<file path="src/rtl/ser_clk_pkg.sv">
package ser_clk_pkg;

  typedef enum logic [1:0] {
    MODE_ASYNC = 2'b00,
    MODE_SYNC  = 2'b01,
    MODE_RSVD  = 2'b10,
    MODE_SPI   = 2'b11
  } ser_mode_e;

  // Synchronous timing applies to both the plain synchronous and SPI codes.
  function automatic logic is_sync(input logic [1:0] m);
    return (m == MODE_SYNC) || (m == MODE_SPI);
  endfunction

endpackage

</file>
<file path="src/rtl/sclk_prescaler.sv">
module sclk_prescaler #(
  parameter int DIV_W = 8
) (
  input  logic             clk,
  input  logic             rst_n,
  input  logic             div_wr,
  input  logic [DIV_W-1:0] div_data,
  output logic             pre_tick
);

  logic [DIV_W-1:0] bd_q;
  logic [DIV_W-1:0] cnt_q;

  // Up-counter that wraps at the latched divisor; a write restarts it.
  always_ff @(posedge clk or negedge rst_n) begin
    if (!rst_n) begin
      bd_q  <= '0;
      cnt_q <= '0;
    end else if (div_wr) begin
      bd_q  <= div_data;
      cnt_q <= '0;
    end else if (cnt_q == bd_q) begin
      cnt_q <= '0;
    end else begin
      cnt_q <= cnt_q + 1'b1;
    end
  end

  assign pre_tick = (cnt_q == bd_q) && !div_wr;


  cnt_range_chk: assert property (@(posedge clk) disable iff (!rst_n)
    cnt_q <= bd_q);


  reload_zero_chk: assert property (@(posedge clk) disable iff (!rst_n)
    div_wr |=> (cnt_q == '0));

endmodule

</file>
<file path="src/rtl/sclk_async_div.sv">
module sclk_async_div #(
  parameter int OVS_NORM = 16,
  parameter int OVS_DBL  = 8
) (
  input  logic clk,
  input  logic rst_n,
  input  logic div_wr,
  input  logic pre_tick,
  input  logic dbl_spd,
  output logic tx_tick,
  output logic rx_tick
);

  localparam int POST_W = $clog2(OVS_NORM);
  localparam logic [POST_W-1:0] LAST_NORM = POST_W'(OVS_NORM - 1);
  localparam logic [POST_W-1:0] LAST_DBL  = POST_W'(OVS_DBL - 1);

  logic [POST_W-1:0] post_q;
  logic [POST_W-1:0] last;
  logic              bit_end;
  logic              tx_q, rx_q;

  assign last    = dbl_spd ? LAST_DBL : LAST_NORM;
  // ">=" keeps the count legal if the speed bit changes mid-bit.
  assign bit_end = (post_q >= last);

  always_ff @(posedge clk or negedge rst_n) begin
    if (!rst_n) begin
      post_q <= '0;
      tx_q   <= 1'b0;
      rx_q   <= 1'b0;
    end else if (div_wr) begin
      post_q <= '0;
      tx_q   <= 1'b0;
      rx_q   <= 1'b0;
    end else begin
      rx_q <= pre_tick;
      tx_q <= pre_tick && bit_end;
      if (pre_tick) post_q <= bit_end ? '0 : post_q + 1'b1;
    end
  end

  assign tx_tick = tx_q;
  assign rx_tick = rx_q;


  tx_with_rx_chk: assert property (@(posedge clk) disable iff (!rst_n)
    tx_q |-> rx_q);

endmodule

</file>
<file path="src/rtl/sclk_master_gen.sv">
module sclk_master_gen (
  input  logic clk,
  input  logic rst_n,
  input  logic div_wr,
  input  logic en,
  input  logic pre_tick,
  output logic phase,
  output logic tx_tick,
  output logic rx_tick
);

  logic phase_q, tx_q, rx_q;

  // Phase 0 is the idle level; leaving it is the leading edge.
  always_ff @(posedge clk or negedge rst_n) begin
    if (!rst_n) begin
      phase_q <= 1'b0;
      tx_q    <= 1'b0;
      rx_q    <= 1'b0;
    end else if (div_wr || !en) begin
      phase_q <= 1'b0;
      tx_q    <= 1'b0;
      rx_q    <= 1'b0;
    end else begin
      rx_q <= pre_tick && !phase_q;
      tx_q <= pre_tick &&  phase_q;
      if (pre_tick) phase_q <= ~phase_q;
    end
  end

  assign phase   = phase_q;
  assign tx_tick = tx_q;
  assign rx_tick = rx_q;


  ticks_excl_chk: assert property (@(posedge clk) disable iff (!rst_n)
    !(rx_q && tx_q));

endmodule

</file>
<file path="src/rtl/sclk_slave_edge.sv">
module sclk_slave_edge #(
  parameter int SYNC_STAGES = 2
) (
  input  logic clk,
  input  logic rst_n,
  input  logic div_wr,
  input  logic en,
  input  logic cpol,
  input  logic sck_in,
  output logic tx_tick,
  output logic rx_tick
);

  logic [SYNC_STAGES-1:0] sync_q;
  logic                   prev_q;
  logic                   cur;
  logic                   chg;
  logic                   tx_q, rx_q;

  always_ff @(posedge clk or negedge rst_n) begin
    if (!rst_n) begin
      sync_q <= '0;
      prev_q <= 1'b0;
    end else begin
      sync_q <= {sync_q[SYNC_STAGES-2:0], sck_in};
      prev_q <= sync_q[SYNC_STAGES-1];
    end
  end

  assign cur = sync_q[SYNC_STAGES-1];
  assign chg = cur ^ prev_q;

  always_ff @(posedge clk or negedge rst_n) begin
    if (!rst_n) begin
      tx_q <= 1'b0;
      rx_q <= 1'b0;
    end else if (div_wr || !en) begin
      tx_q <= 1'b0;
      rx_q <= 1'b0;
    end else begin
      rx_q <= chg && (cur != cpol);
      tx_q <= chg && (cur == cpol);
    end
  end

  assign tx_tick = tx_q;
  assign rx_tick = rx_q;


  slave_rx_pulse_chk: assert property (@(posedge clk) disable iff (!rst_n)
    rx_q |=> !rx_q);


  slave_tx_pulse_chk: assert property (@(posedge clk) disable iff (!rst_n)
    tx_q |=> !tx_q);

endmodule

</file>
<file path="src/rtl/ser_clkgen.sv">
module ser_clkgen
  import ser_clk_pkg::*;
#(
  parameter int DIV_W       = 8,
  parameter int OVS_NORM    = 16,
  parameter int OVS_DBL     = 8,
  parameter int SYNC_STAGES = 2
) (
  input  logic             clk,
  input  logic             rst_n,
  input  logic             div_wr,
  input  logic [DIV_W-1:0] div_data,
  input  logic [1:0]       mode_sel,
  input  logic             dbl_spd,
  input  logic             master,
  input  logic             cpol,
  input  logic             sck_in,
  output logic             sck_out,
  output logic             sck_oe,
  output logic             tx_tick,
  output logic             rx_tick
);

  logic sync_mode, mst_en, slv_en;
  logic pre_tick;
  logic a_tx, a_rx, m_tx, m_rx, s_tx, s_rx;
  logic m_phase;

  assign sync_mode = is_sync(mode_sel);
  assign mst_en    = sync_mode && master;
  assign slv_en    = sync_mode && !master;

  sclk_prescaler #(.DIV_W(DIV_W)) u_pre (
    .clk(clk), .rst_n(rst_n), .div_wr(div_wr), .div_data(div_data),
    .pre_tick(pre_tick)
  );

  sclk_async_div #(.OVS_NORM(OVS_NORM), .OVS_DBL(OVS_DBL)) u_async (
    .clk(clk), .rst_n(rst_n), .div_wr(div_wr), .pre_tick(pre_tick),
    .dbl_spd(dbl_spd), .tx_tick(a_tx), .rx_tick(a_rx)
  );

  sclk_master_gen u_mst (
    .clk(clk), .rst_n(rst_n), .div_wr(div_wr), .en(mst_en),
    .pre_tick(pre_tick), .phase(m_phase), .tx_tick(m_tx), .rx_tick(m_rx)
  );

  sclk_slave_edge #(.SYNC_STAGES(SYNC_STAGES)) u_slv (
    .clk(clk), .rst_n(rst_n), .div_wr(div_wr), .en(slv_en), .cpol(cpol),
    .sck_in(sck_in), .tx_tick(s_tx), .rx_tick(s_rx)
  );

  // Pin is driven only in master synchronous operation; idle level otherwise.
  assign sck_oe  = mst_en;
  assign sck_out = mst_en ? (m_phase ^ cpol) : cpol;

  always_comb begin
    if (mst_en) begin
      tx_tick = m_tx;
      rx_tick = m_rx;
    end else if (slv_en) begin
      tx_tick = s_tx;
      rx_tick = s_rx;
    end else begin
      tx_tick = a_tx;
      rx_tick = a_rx;
    end
  end


  write_clears_chk: assert property (@(posedge clk) disable iff (!rst_n)
    div_wr |=> (!tx_tick && !rx_tick));

endmodule

</file>
<file path="config.mk">
export PLATFORM = sky130hd
export DESIGN_NAME = ser_clkgen
export DESIGN_NICKNAME = d
export VERILOG_FILES = /design/src/rtl/ser_clk_pkg.sv /design/src/rtl/sclk_prescaler.sv /design/src/rtl/sclk_async_div.sv /design/src/rtl/sclk_master_gen.sv /design/src/rtl/sclk_slave_edge.sv /design/src/rtl/ser_clkgen.sv
export SDC_FILE = /design/constraint.sdc
export NUM_CORES = 1
export LEC_CHECK = 0
export ABC_AREA = 1
export BUFFER_PORTS_ARGS = -buffer_cell sky130_fd_sc_hd__buf_2
export CAP_MARGIN = 5
export CORE_ASPECT_RATIO = 1.2
export CORE_MARGIN = 1.5
export CORE_UTILIZATION = 41
export CTS_CLUSTER_SIZE = 25
export DETAILED_ROUTE_END_ITERATION = 7
export PLACE_DENSITY = 0.68
export RECOVER_POWER = 100
export SYNTH_ARGS = -nofsm -noshare
export SYNTH_HDL_FRONTEND = slang
export SYNTH_SLANG_ARGS = --single-unit
export TNS_END_PERCENT = 10
</file>
<file path="constraint.sdc">
create_clock -name clk -period 1.4 [get_ports clk]
set_input_delay 0 -clock clk [delete_from_list [all_inputs] [get_ports clk]]
set_output_delay 0 -clock clk [all_outputs]
set_load 0.03 [all_outputs]
</file>
======== Yosys cells after proc, flatten, opt, wreduce, memory -nomap -nowiden ========
Index checks and enable logic that the tools add are counted.
storage, ports and cells
  flip-flop bits (word level) ............. 30
  input bits .............................. 17
  output and inout port bits .............. 4
  word-level logic and storage cells ...... 60
operators by class
  add/sub/neg operators ................... 2
  magnitude comparators ................... 1
  equality and inequality tests ........... 5
  multiplexer cells ....................... 19
  bitwise gates (word level) .............. 3
  reductions and logical operators ........ 18
operators by type and width
  cell                                                              count
  4-bit 2-to-1 mux                                                  4
  8-bit 2-to-1 mux                                                  2
  1-bit 2-to-1 mux                                                  13
  8-bit by 1-bit adder with 8-bit output (second input constant)    1
  8-bit == test                                                     1
  1-bit logical AND                                                 8
  1-bit logical NOT                                                 5
  4-bit by 1-bit adder with 4-bit output (second input constant)    1
  4-bit greater-or-equal comparator                                 1
  2-bit nonzero test                                                2
  1-bit logical OR                                                  3
  2-bit by 1-bit == test with 1-bit output (second input constant)  1
  2-bit == test (second input constant)                             1
  1-bit XOR                                                         2
  1-bit == test                                                     1
  1-bit inequality test                                             1
  1-bit inverter                                                    1

======== Longest topological paths before layout ========
Gate-level depths: netlist of run 1.
  depth in word-level cells ............... 6
  gate-level depth with buffers ........... 8
  mapped depth without buffers ............ 8

======== Hierarchy ========
Synthesis of run 1 repeated with hierarchy kept, for this count alone.
unflattened totals
  cell total of the unflattened synthesis .. 182
  area, all modules ....................... 1492.7 µm²
modules (own cells, without submodules)
  module           instances  cells each  area each (µm²)  seq. area each (µm²)
  sclk_prescaler   1          100         787.0            400.4
  sclk_async_div   1          34          302.8            150.1
  sclk_slave_edge  1          16          177.7            125.1
  sclk_master_gen  1          12          120.1            75.1
  ser_clkgen       1          20          105.1            0.0

======== Worst setup path before layout of run 1 ========
Ideal clock, no wire load.
  kind .................................... flip-flop to flip-flop
  from .................................... register u_async.post_q[3]
  to ...................................... register u_async.post_q[3]
  setup time .............................. 0.118 ns
  arrival ................................. 1.177 ns
  required time ........................... 1.282 ns
  path slack .............................. 0.105 ns
  stages on the path, launching flop included .. 7
  path buffers ............................ 0
  period minus slack after synthesis ...... 1.295 ns
  cell sequence ........................... dfrtp_1 > ha_1 > inv_1 > o21ai_0 > nor2_1 > nand4_1 > nand2_1
on the way
  longest elaborated chain between the ends .. 4
  elaborated cells on any way between the ends .. 5
  classes of those cells .................. add/sub (1); order compare (1); mux (3)
ends and longest elaborated chain
  element                                                                                      line                                        RTL
  start: declaration                                                                           sclk_async_div.sv:18                        logic [POST_W-1:0] post_q;
  start signal: assignment                                                                     sclk_async_div.sv:39                        if (pre_tick) post_q <= bit_end ? '0 : post_q + 1'b1;
  4-bit by 1-bit adder with 4-bit output or 4-bit greater-or-equal comparator (tied branches)  sclk_async_div.sv:39, sclk_async_div.sv:25
  4-bit 2-to-1 mux * (2 in a row)                                                              sclk_async_div.sv:39
  4-bit 2-to-1 mux *                                                                           sclk_async_div.sv:32                        end else if (div_wr) begin
Every way passes the cells marked *; elsewhere a longest branch is shown, timed or not. The select of a mux whose other input is x is not followed.
A chain may end at the register's enable or synchronous reset.

======== Worst setup path after layout of run 1 ========
  from .................................... register u_pre.cnt_q[6]
  to ...................................... register u_pre.cnt_q[6]
on the way
  longest elaborated chain between the ends .. 3
  elaborated cells on any way between the ends .. 4
  classes of those cells .................. add/sub (1); eq/ne (1); mux (2)
ends and longest elaborated chain
  element                                                                  line                                        RTL
  start: declaration                                                       sclk_prescaler.sv:12                        logic [DIV_W-1:0] cnt_q;
  start signal: assignment                                                 sclk_prescaler.sv:25                        cnt_q <= cnt_q + 1'b1;
  8-bit by 1-bit adder with 8-bit output or 8-bit == test (tied branches)  sclk_prescaler.sv:25, sclk_prescaler.sv:22
  8-bit 2-to-1 mux *                                                       sclk_prescaler.sv:22                        end else if (cnt_q == bd_q) begin
  8-bit 2-to-1 mux *                                                       sclk_prescaler.sv:19                        end else if (div_wr) begin
Every way passes the cells marked *; elsewhere a longest branch is shown, timed or not.

==> impl_metrics.py, run 1 <==
metrics = {
    "min_path": {
        "hold_depth": 3,
        "min_path_type": "input pin to flip-flop",
    },
    "power": {
        "pwr-share-clk_pct": 38.3,
        "p_int_w": 0.00139,
        "seq_power_share_pct": 49.7,
        "power.leakage_nw": 0.985,
        "combPwrFrac_pct": 12.0,
        "ir_worst_vdd_uv": 637,
        "switching_power_w": 0.000479,
        "switching_share_pct": 25.7,
        "power_density_nw_per_um2": 1000,
    },
    "synthesis": {
        "ys_seq_area_share_pct": 50.0,
        "synth_xor_area_share_pct": 5.84,
        "avgSynthCellArea_um2": 8.24,
        "synth.top_cell.area_share_pct": 50.0,
        "yosysTopAreaCell": "dfrtp_1",
        "synth_simple_gate_area_share_pct": 29.9,
        "synth_nets": 202,
        "synthTopCellsByArea": "dfrtp_1 50%, nand2_1 13%, inv_1 7.0%, nor2_2 4.6%, nand3_1 3.7%",
        "synth.distinct_cells": 19,
        "ys_seq_elements": 30,
        "yosysWarnings": 0,
        "synth_top_family_by_area": "simple AND/OR/NAND/NOR gates",
        "synthCells": 182,
        "synth_compound_area_share_pct": 3.84,
        "muxShareOfSynthArea_pct": 0,
        "syn_area_um2": 1500,
        "synth_fa_ha_area_share_pct": 2.50,
    },
    "global_route": {
        "antenna_found_initial": 0,
        "grt.overflow.total": 0,
        "grt_max_degree": 31,
        "grt_pass1_wl_mm": 4.89,
        "grt_pass1_vias": 1147,
        "grt_usage_pct": 16.4,
    },
    "routing": {
        "vias": 1208,
        "drt_first_iter_violations": 31,
        "routed_wl_mm": 2.86,
        "dr.pass1.iters": 6,
        "avgViaCountPerCell": 4.68,
        "post_drt_wl_per_cell_um": 11.1,
        "antenna_left": 0,
        "drc": 2,
    },
    "finish": {
        "num-fill-cells": 320,
        "multi_input_area_um2": 636,
        "antennaDiodeCount": 0,
        "syn2layout_area_growth_pct": 24.1,
        "finalNetCount": 240,
        "drive_above_1_share_pct": 19.0,
        "final_cells": 258,
        "seqCellArea_um2": 752,
    },
    "critical_path": {
        "cp.arrival_ns": 1.48,
        "cp_max_fo": 7,
        "cp-start-kind": "flip-flop",
        "r2r_cells": 6,
        "criticalPathCategory": "flip-flop to flip-flop",
        "cp.required_ns": 1.57,
        "worstSetupEndpointType": "flip-flop",
    },
    "cts": {
        "cts_tree": "yes",
        "cts_buffers": 5,
        "clockRootBuffer": "clkbuf_8",
        "cts_buffer_depth": 2,
        "clk-insertion-delay-late_ns": 0.28,
        "cts.clk_slew.worst_paths_ns": 0.06,
        "clkSinkCount": 30,
        "htreeDepth": 2,
    },
    "die": {
        "ios": 21,
        "die_h_um": 69.3,
        "rows": 23,
        "coreArea_um2": 3420,
        "die-area_um2": 4030,
        "chipWidth_um": 58.2,
        "initial_utilization_pct": 43.8,
    },
    "run_status": {
        "outcome": "finished with violations",
        "violations": "DRC",
    },
    "run": {
        "max_cap_viol_count": 0,
    },
    "placed_design": {
        "hpwl_mm": 1.96,
        "gp_congestion": 0.727,
        "dp_cells": 238,
        "io_buffers": 19,
    },
    "sta": {
        "rsz0062_at_grt": "no",
        "post-route-min-period_ns": 1.31,
        "skew_ns": 0.00398,
        "slew-limit-headroom_pct": 50.2,
        "finalHoldViolCount": 0,
        "fmax_ghz": 0.765,
        "setup_viol": 0,
        "finalCritPeriodShare_pct": 93.3,
        "tns_ns": 0,
        "tightest_slew_ns": 0.747,
        "drv_slew": 0,
    },
}
-- logic make-up after synthesis --
kind of cell,after synthesis
AOI/OAI and AO/OA,11
adders and majority gates,3
DFF,30
buffers and inverters,31
xor gates and xnor gates,10
and+or+nand+nor,97
-- metrics by stage --
step / utilization (%) / total power, W / hold WS, ns / instance area, um2 / setup slack [ns]
2_1_floorplan: - / 0.00107 / -0.296 / 1500 / 0.105
3_5_place_dp: 48.2 / 0.00114 / 0.0736 / 1650 / 0.0690
5_1_grt: 54.4 / 0.00197 / 0.0236 / 1860 / 0.00631
4_1_cts: 54.1 / 0.00190 / 0.00620 / 1850 / 0.0512
3_3_place_gp: 48.2 / 0.00114 / 0.0722 / 1650 / 0.112
6_report: 54.4 / 0.00187 / 0.0144 / 1860 / 0.0935
-- placed cells by master (no fill, tap or decap), types with 2 or more instances in the layout --
cell           instances
dlygate4sd3_1         11
buf_2                 14
inv_1                 28
nand2_1               52
o21ai_0                8
nand3_1               12
xor2_1                 5
nor2_4                 2
ha_1                   3
clkbuf_2               2
dfrtp_1               29
a21oi_1                2
nor2_1                11
nor2_2                 9
clkbuf_1               4
clkbuf_8               6
buf_4                  4
xnor2_1                5
nand2_4                2
nand4_1                7
-- cells in the mapped netlist --
library cell / n
o21ai_0: 8
dfrtp_1: 30
nand3_2: 1
inv_1: 28
clkbuf_1: 1
xor2_1: 5
o211ai_1: 1
nor2_2: 11
buf_2: 2
ha_1: 3
nand2_1: 52
nand2_4: 2
nand3_1: 11
nor3_1: 1
nand4_1: 7
xnor2_1: 5
nand2_2: 1
nor2_1: 11
a21oi_1: 2
-- state kept, by name (all words and copies together) (netlist names) --
name	cells
u_pre.bd_q	8
u_pre.cnt_q	8
u_async.post_q	4
u_slv.sync_q	2
u_async.rx_tick	1
u_async.tx_tick	1
u_mst.phase	1
u_mst.rx_tick	1
u_mst.tx_tick	1
u_slv.prev_q	1
u_slv.rx_tick	1
u_slv.tx_tick	1
-- worst max-delay path: stages, from the launching register on --
cell     delay, ns
dfrtp_1       0.41
xnor2_1       0.18
nand2_1       0.14
nor2_2        0.18
nand2_4       0.10
nand2_4       0.14
nor2_2        0.04
-- path summary, 6_finish.rpt --
path | slack (ns) | start | to
min in group asynchronous | 0.31 | rst_n | u_pre.bd_q[0]$_DFFE_PN0P_
max in group asynchronous | 0.58 | rst_n | u_pre.cnt_q[0]$_DFF_PN0_
setup / recovery | 0.09 | u_pre.cnt_q[6]$_DFF_PN0_ | u_pre.cnt_q[6]$_DFF_PN0_
hold / removal | 0.01 | div_wr | u_pre.bd_q[3]$_DFFE_PN0P_
hold reg to reg | 0.35 | u_slv.sync_q[0]$_DFF_PN0_ | u_slv.sync_q[1]$_DFF_PN0_
setup reg to reg | 0.09 | u_pre.cnt_q[6]$_DFF_PN0_ | u_pre.cnt_q[6]$_DFF_PN0_
-- what timing repair did --
item	4_1_cts	5_1_grt
hold buffers	11	0
resized for setup	0	3
setup endpoints to repair	0	8
endpoints found under the hold margin	39	0
buffers inserted	0	1
-- power groups by stage --
stage          logic (W)  clock network [W]  registers [W]
2_1_floorplan   0.000131                  0       0.000939
3_3_place_gp    0.000195                  0       0.000942
3_5_place_dp    0.000199                  0       0.000944
4_1_cts         0.000223           0.000747       0.000928
5_1_grt         0.000258           0.000782       0.000932
6_report        0.000224           0.000715       0.000928
-- layout make-up --
class | count | area share (%)
Timing Repair Buffer | 34 | 12.4
Sequential cell | 30 | 40.4
Multi-Input combinational cell | 121 | 34.1
Tap cell | 37 | 2.49
Clock buffer | 7 | 4.64
Clock inverter | 1 | 0.269
Inverter | 28 | 5.65
-- metal layers --
layer	up-vias	share of wire [%]	track usage, %
met5	-	0	0
met4	0	2.3	8.53
met3	5	3.4	5.60
met2	20	49	26.0
met1	548	45	19.1
li1	635	-	-
No activity file was read; power rests on OpenSTA's default activity.
==> run 2, diff against run 1 <==
--- a/config.mk
+++ b/config.mk
@@ -14,7 +14,6 @@
 export CTS_CLUSTER_SIZE = 25
 export DETAILED_ROUTE_END_ITERATION = 7
 export PLACE_DENSITY = 0.68
-export RECOVER_POWER = 100
 export SYNTH_ARGS = -nofsm -noshare
 export SYNTH_HDL_FRONTEND = slang
 export SYNTH_SLANG_ARGS = --single-unit
==> constraint.sdc (replaced) <==
create_clock -name clk -period 1.4 [get_ports clk]
set_input_delay 0 -clock clk [delete_from_list [all_inputs] [get_ports clk]]
set_output_delay 0 -clock clk [all_outputs]
set_load 0.005 [all_outputs]
==> run 2 against run 1 <==
  * The run still ends with DRC left
  * Global-route usage unchanged
  * Critical path depth unchanged
  * Clock skew about the same
  * Fmax up 0.15%
  * Die area unchanged
  * Sequential share of layout area down 0.19 points
  * First-iteration DRC count up 3.2%
  * Via count unchanged
  * Core utilization up 0.26 points
  * Final area up 0.47%
  * Worst hold slack worse by 0.00099 ns
  * Sequential power about the same
  * Critical endpoint is now u_pre.cnt_q[0]$_DFF_PN0_
  * Largest cell class unchanged
  * Highest routed layer unchanged
==> impl_metrics.py, run 2 (synthesis results as in run 1) <==
metrics = {
    "run_status": {
        "outcome": "finished with violations",
        "violations": "DRC",
    },
    "die": {
        "chipWidth_um": 58.2,
        "rows": 23,
        "die_h_um": 69.3,
        "die-area_um2": 4030,
        "ios": 21,
        "coreArea_um2": 3420,
        "initial_utilization_pct": 43.8,
    },
    "run": {
        "max_cap_viol_count": 0,
    },
    "cts": {
        "htreeDepth": 2,
        "cts_tree": "yes",
        "cts_buffers": 5,
        "clkSinkCount": 30,
        "cts_buffer_depth": 2,
        "clk-insertion-delay-late_ns": 0.28,
        "cts.clk_slew.worst_paths_ns": 0.06,
        "clockRootBuffer": "clkbuf_8",
    },
    "routing": {
        "drt_first_iter_violations": 32,
        "vias": 1208,
        "routed_wl_mm": 2.85,
        "antenna_left": 0,
        "avgViaCountPerCell": 4.68,
        "drc": 2,
        "dr.pass1.iters": 6,
        "post_drt_wl_per_cell_um": 11.0,
    },
    "critical_path": {
        "cp.required_ns": 1.58,
        "cp-start-kind": "flip-flop",
        "cp.arrival_ns": 1.48,
        "r2r-end": "u_pre.cnt_q[0]$_DFF_PN0_",
        "r2r-start": "u_pre.cnt_q[6]$_DFF_PN0_",
        "worstSetupEndpointType": "flip-flop",
        "rrSetupSlack_ns": 0.1,
        "cp_max_fo": 7,
        "criticalPathCategory": "flip-flop to flip-flop",
        "r2r_cells": 6,
    },
    "finish": {
        "antennaDiodeCount": 0,
        "fin_area_um2": 1870,
        "syn2layout_area_growth_pct": 24.7,
        "finalNetCount": 240,
        "num-fill-cells": 317,
        "final_common_cell": "nand2_1",
        "drive_above_1_share_pct": 20.8,
        "final_cells": 258,
        "reg_top3": "u_pre.bd_q: 8 flops, u_pre.cnt_q: 8 flops, u_async.post_q: 4 flops",
        "final_cell_mix": "52 x nand2_1, 29 x dfrtp_1, 28 x inv_1, 19 x buf_2",
    },
    "sta": {
        "setup_viol": 0,
        "hold_slack_ns": 0.0134,
        "slew-limit-headroom_pct": 55.8,
        "finalCritPeriodShare_pct": 93.2,
        "fmax_ghz": 0.767,
        "tightest_slew_ns": 0.663,
        "finalHoldViolCount": 0,
        "skew_ns": 0.00381,
        "tns_ns": 0,
        "rsz0062_at_grt": "no",
        "drv_slew": 0,
        "post-route-min-period_ns": 1.30,
    },
    "global_route": {
        "grt_pass1_wl_mm": 4.89,
        "grt.overflow.total": 0,
        "antenna_found_initial": 0,
        "grt_usage_pct": 16.4,
        "grt_pass1_vias": 1147,
        "grt_max_degree": 31,
    },
    "power": {
        "pwr-share-clk_pct": 38.5,
        "ir_worst_vdd_uv": 635,
        "switching_power_w": 0.000474,
        "combPwrFrac_pct": 11.8,
        "power_density_nw_per_um2": 996,
        "switching_share_pct": 25.4,
        "p_int_w": 0.00139,
        "power.leakage_nw": 0.997,
        "seq_power_share_pct": 49.8,
    },
    "min_path": {
        "min_path_type": "input pin to flip-flop",
        "worstHoldEndpoint": "u_pre.bd_q[3]$_DFFE_PN0P_",
        "min_from": "div_wr",
        "hold_depth": 3,
    },
    "placed_design": {
        "io_buffers": 19,
        "placed_area_um2": 1650,
        "gp_congestion": 0.727,
        "dp_cells": 238,
        "hpwl_mm": 1.96,
    },
}
-- run 2: cell types whose count changed in the layout (fill, tap and decap cells not counted) --
| cell | before | now |
|---|---|---|
| buf_2 | 14 | 19 |
| nand3_1 | 12 | 11 |
| clkbuf_1 | 4 | 1 |
| clkbuf_2 | 2 | 0 |
| nand3_2 | 0 | 1 |
-- run 2: power groups by stage --
stage	registers, W	logic [W]	clock network, W
after CTS	0.000928	0.000216	0.000747
after detailed placement	0.000944	0.000192	0
final	0.000928	0.000219	0.000717
after global routing	0.000932	0.000253	0.000782
after floorplan	0.000939	0.000124	0
after global placement	0.000942	0.000188	0
-- run 2: worst max-delay path by stage --
stage / to / cells past startpoint / slack [ns] / start
6_report: u_pre.cnt_q[0]$_DFF_PN0_ / 6 / 0.1 / u_pre.cnt_q[6]$_DFF_PN0_
5_1_grt: u_pre.cnt_q[0]$_DFF_PN0_ / 8 / 0.006 / u_pre.cnt_q[7]$_DFF_PN0_
4_1_cts: u_async.post_q[3]$_DFFE_PN0P_ / 7 / 0.05 / u_async.post_q[3]$_DFFE_PN0P_
3_5_place_dp: u_async.post_q[3]$_DFFE_PN0P_ / 7 / 0.07 / u_async.post_q[3]$_DFFE_PN0P_
3_3_place_gp: u_pre.cnt_q[6]$_DFF_PN0_ / 5 / 0.11 / u_pre.cnt_q[0]$_DFF_PN0_
2_1_floorplan: u_async.post_q[3]$_DFFE_PN0P_ / 6 / 0.11 / u_async.post_q[3]$_DFFE_PN0P_
-- run 2: area by class of cell --
type                    instances  area (um2)  share of cell area, %
flip-flops and latches         30         752                   40.2
well taps                      37        46.3                   2.47
clock buffers                   7        86.3                   4.62
repair buffers                 34         235                   12.6
inverters                      28         105                   5.62
multi-input cells             121         641                   34.2
clock inverters                 1        5.00                  0.268
-- run 2: metrics by stage --
step | setup slack [ns] | util, % | total power (W)
finish | 0.0954 | 54.6 | 0.00186
global route | 0.00602 | 54.6 | 0.00197
CTS | 0.0512 | 54.1 | 0.00189
detailed placement | 0.0690 | 48.2 | 0.00114
global placement | 0.112 | 48.2 | 0.00113
floorplan | 0.105 | - | 0.00106
-- run 2: critical path, stage by stage, from the launching register on --
cell	delay [ns]
dfrtp_1	0.41
xnor2_1	0.18
nand2_1	0.14
nor2_2	0.18
nand2_4	0.10
nand2_4	0.14
nor2_2	0.05
-- run 2: what timing repair did --
| action | CTS | global route |
|---|---|---|
| resized for setup | 0 | 3 |
| buffers inserted | 0 | 1 |
| setup endpoints to repair | 0 | 8 |
| hold buffers | 11 | 0 |
| hold endpoints to repair | 39 | 0 |
-- run 2: routing by layer --
metal  vias to the layer above  track usage, %  share of wire (%)  routed length (um)
met3                         5            5.60                3.2                  92
li1                        636               -                  -                   -
met1                       549            19.1                 45                1290
met4                         0            8.53                2.3                  65
met5                         -               0                  0                   0
met2                        18            26.0                 49                1400
==> run 3, diff against run 2 <==
==> constraint.sdc (replaced) <==
create_clock -name clk -period 1.3 [get_ports clk]
set_input_delay 0 -clock clk [delete_from_list [all_inputs] [get_ports clk]]
set_output_delay 0 -clock clk [all_outputs]
set_load 0.005 [all_outputs]
==> run 3 against run 2 <==
  * The flow still finishes with violations (DRC)
  * Sequential power is 8% higher
  * Global-route usage down 0.48 points
  * Fmax increased by 4.8%
  * Clock power fell by 3.1%
  * Via count up 2.8%
  * Sequential share of layout area shrank 2.6 points
  * Non-clock buffer count up 9
  * Clock skew is 0.00067 ns higher
  * Wire length increased by 1.3%
==> impl_metrics.py, run 3 (synthesis results as in run 1) <==
metrics = {
    "critical_path": {
        "cp_max_fo": 5,
        "worstSetupEndpointType": "flip-flop",
        "cp-start-kind": "flip-flop",
        "cp.required_ns": 1.47,
        "criticalPathCategory": "flip-flop to flip-flop",
        "cp.arrival_ns": 1.41,
    },
    "sta": {
        "fmax_ghz": 0.803,
        "tns_ns": 0,
        "rsz0062_at_grt": "yes",
        "fin_ws_ns": 0.0549,
        "tightest_slew_ns": 0.659,
        "drv_slew": 0,
        "hold_slack_ns": 0.000729,
        "slew-limit-headroom_pct": 56.1,
        "finalCritPeriodShare_pct": 95.8,
        "finalHoldViolCount": 0,
        "setup_viol": 0,
        "post-route-min-period_ns": 1.25,
        "skew_ns": 0.00449,
    },
    "finish": {
        "drive_above_1_share_pct": 30.6,
        "final_cells": 266,
        "reg_top3": "u_pre.bd_q: 8 flops, u_pre.cnt_q: 8 flops, u_async.post_q: 4 flops",
        "final_common_cell": "nand2_1",
        "antennaDiodeCount": 0,
        "fin_area_um2": 2000,
        "finalNetCount": 249,
        "final_cell_mix": "49 x nand2_1, 28 x dfrtp_1, 26 x inv_1, 19 x buf_2, 14 x buf_4",
        "syn2layout_area_growth_pct": 33.6,
    },
    "die": {
        "initial_utilization_pct": 43.8,
        "coreArea_um2": 3420,
        "ios": 21,
        "die-area_um2": 4030,
        "rows": 23,
        "die_h_um": 69.3,
        "chipWidth_um": 58.2,
    },
    "routing": {
        "drc": 2,
        "dr.pass1.iters": 7,
        "routed_wl_mm": 2.88,
        "post_drt_wl_per_cell_um": 10.8,
        "antenna_left": 0,
        "vias": 1242,
        "avgViaCountPerCell": 4.67,
        "drt_first_iter_violations": 41,
    },
    "cts": {
        "cts_buffer_depth": 2,
        "htreeDepth": 2,
        "clk-insertion-delay-late_ns": 0.28,
        "cts.clk_slew.worst_paths_ns": 0.06,
        "cts_tree": "yes",
        "clockRootBuffer": "clkbuf_8",
        "cts_buffers": 5,
        "clkSinkCount": 30,
    },
    "global_route": {
        "grt_pass1_wl_mm": 4.84,
        "grt_usage_pct": 15.9,
        "antenna_found_initial": 0,
        "grt_max_degree": 31,
        "grt_pass1_vias": 1183,
        "grt.overflow.total": 0,
    },
    "power": {
        "ir_worst_vdd_uv": 614,
        "power.leakage_nw": 1.07,
        "power_density_nw_per_um2": 983,
    },
    "placed_design": {
        "hpwl_mm": 1.89,
        "pre_cts_ws_ns": 0.0232,
        "dp_cells": 243,
        "gp_congestion": 0.753,
        "io_buffers": 19,
        "placed_area_um2": 1690,
    },
    "run": {
        "max_cap_viol_count": 0,
    },
    "run_status": {
        "violations": "DRC",
        "outcome": "finished with violations",
    },
    "min_path": {
        "min_path_type": "input pin to flip-flop",
    },
}
## run 3: cell count changes in the layout (fill, tap and decap cells not counted), moves of 3 or more
cell     delta
xnor2_1     -3
xnor2_2     +3
nand2_1     -3
buf_4      +10
nand2_2     +3
## run 3: where the power goes
part / internal (W) / switching, W
combinational: 0.000119 / 0.000155
clock: 0.000358 / 0.000337
sequential: 0.000972 / 0.0000295
## run 3: worst paths after layout
check,startpoint,to,slack (ns),depth (start not counted)
setup / recovery,u_pre.cnt_q[0]$_DFF_PN0_,u_pre.cnt_q[6]$_DFF_PN0_,0.05,5
hold / removal,div_wr,u_pre.bd_q[3]$_DFFE_PN0P_,0.0007,3
setup reg to reg,u_pre.cnt_q[0]$_DFF_PN0_,u_pre.cnt_q[6]$_DFF_PN0_,0.05,5
hold reg to reg,u_slv.sync_q[0]$_DFF_PN0_,u_slv.sync_q[1]$_DFF_PN0_,0.34,0
max in group asynchronous,rst_n,u_pre.cnt_q[3]$_DFF_PN0_,0.55,2
min in group asynchronous,rst_n,u_pre.bd_q[1]$_DFFE_PN0P_,0.28,2
## run 3: repair_timing
item / CTS / global route
hold buffers: 10 / 0
buffers inserted: 0 / 6
hold endpoints to repair: 39 / 0
gates resized for setup: 0 / 23
setup endpoints to repair: 0 / 16
## run 3: layout make-up
class | count | area (um2)
Clock inverter | 2 | 10.0
Multi-Input combinational cell | 121 | 721
Fill cell | 303 | 1420
Inverter | 28 | 105
Clock buffer | 5 | 68.8
Timing Repair Buffer | 43 | 300
Sequential cell | 30 | 753
Tap cell | 37 | 46.3
## run 3: metrics by stage
| stage | total power [W] | util, % |
|---|---|---|
| after floorplan | 0.00114 | - |
| after global placement | 0.00122 | 49.3 |
| after detailed placement | 0.00122 | 49.3 |
| after CTS | 0.00194 | 54.5 |
| after global routing | 0.00207 | 58.5 |
| final | 0.00197 | 58.5 |
## run 3: worst max-delay path: stages, from the launching register on
cell	delay (ns)
dfrtp_1	0.40
ha_2	0.23
nand3_4	0.09
nor3_4	0.19
xnor2_1	0.16
nor2_2	0.06
## run 3: routing by layer
layer | routed length [um] | GRT usage [%]
met5 | 0 | 0
met4 | 79 | 10.1
met3 | 84 | 3.36
met2 | 1420 | 26.5
met1 | 1300 | 17.8
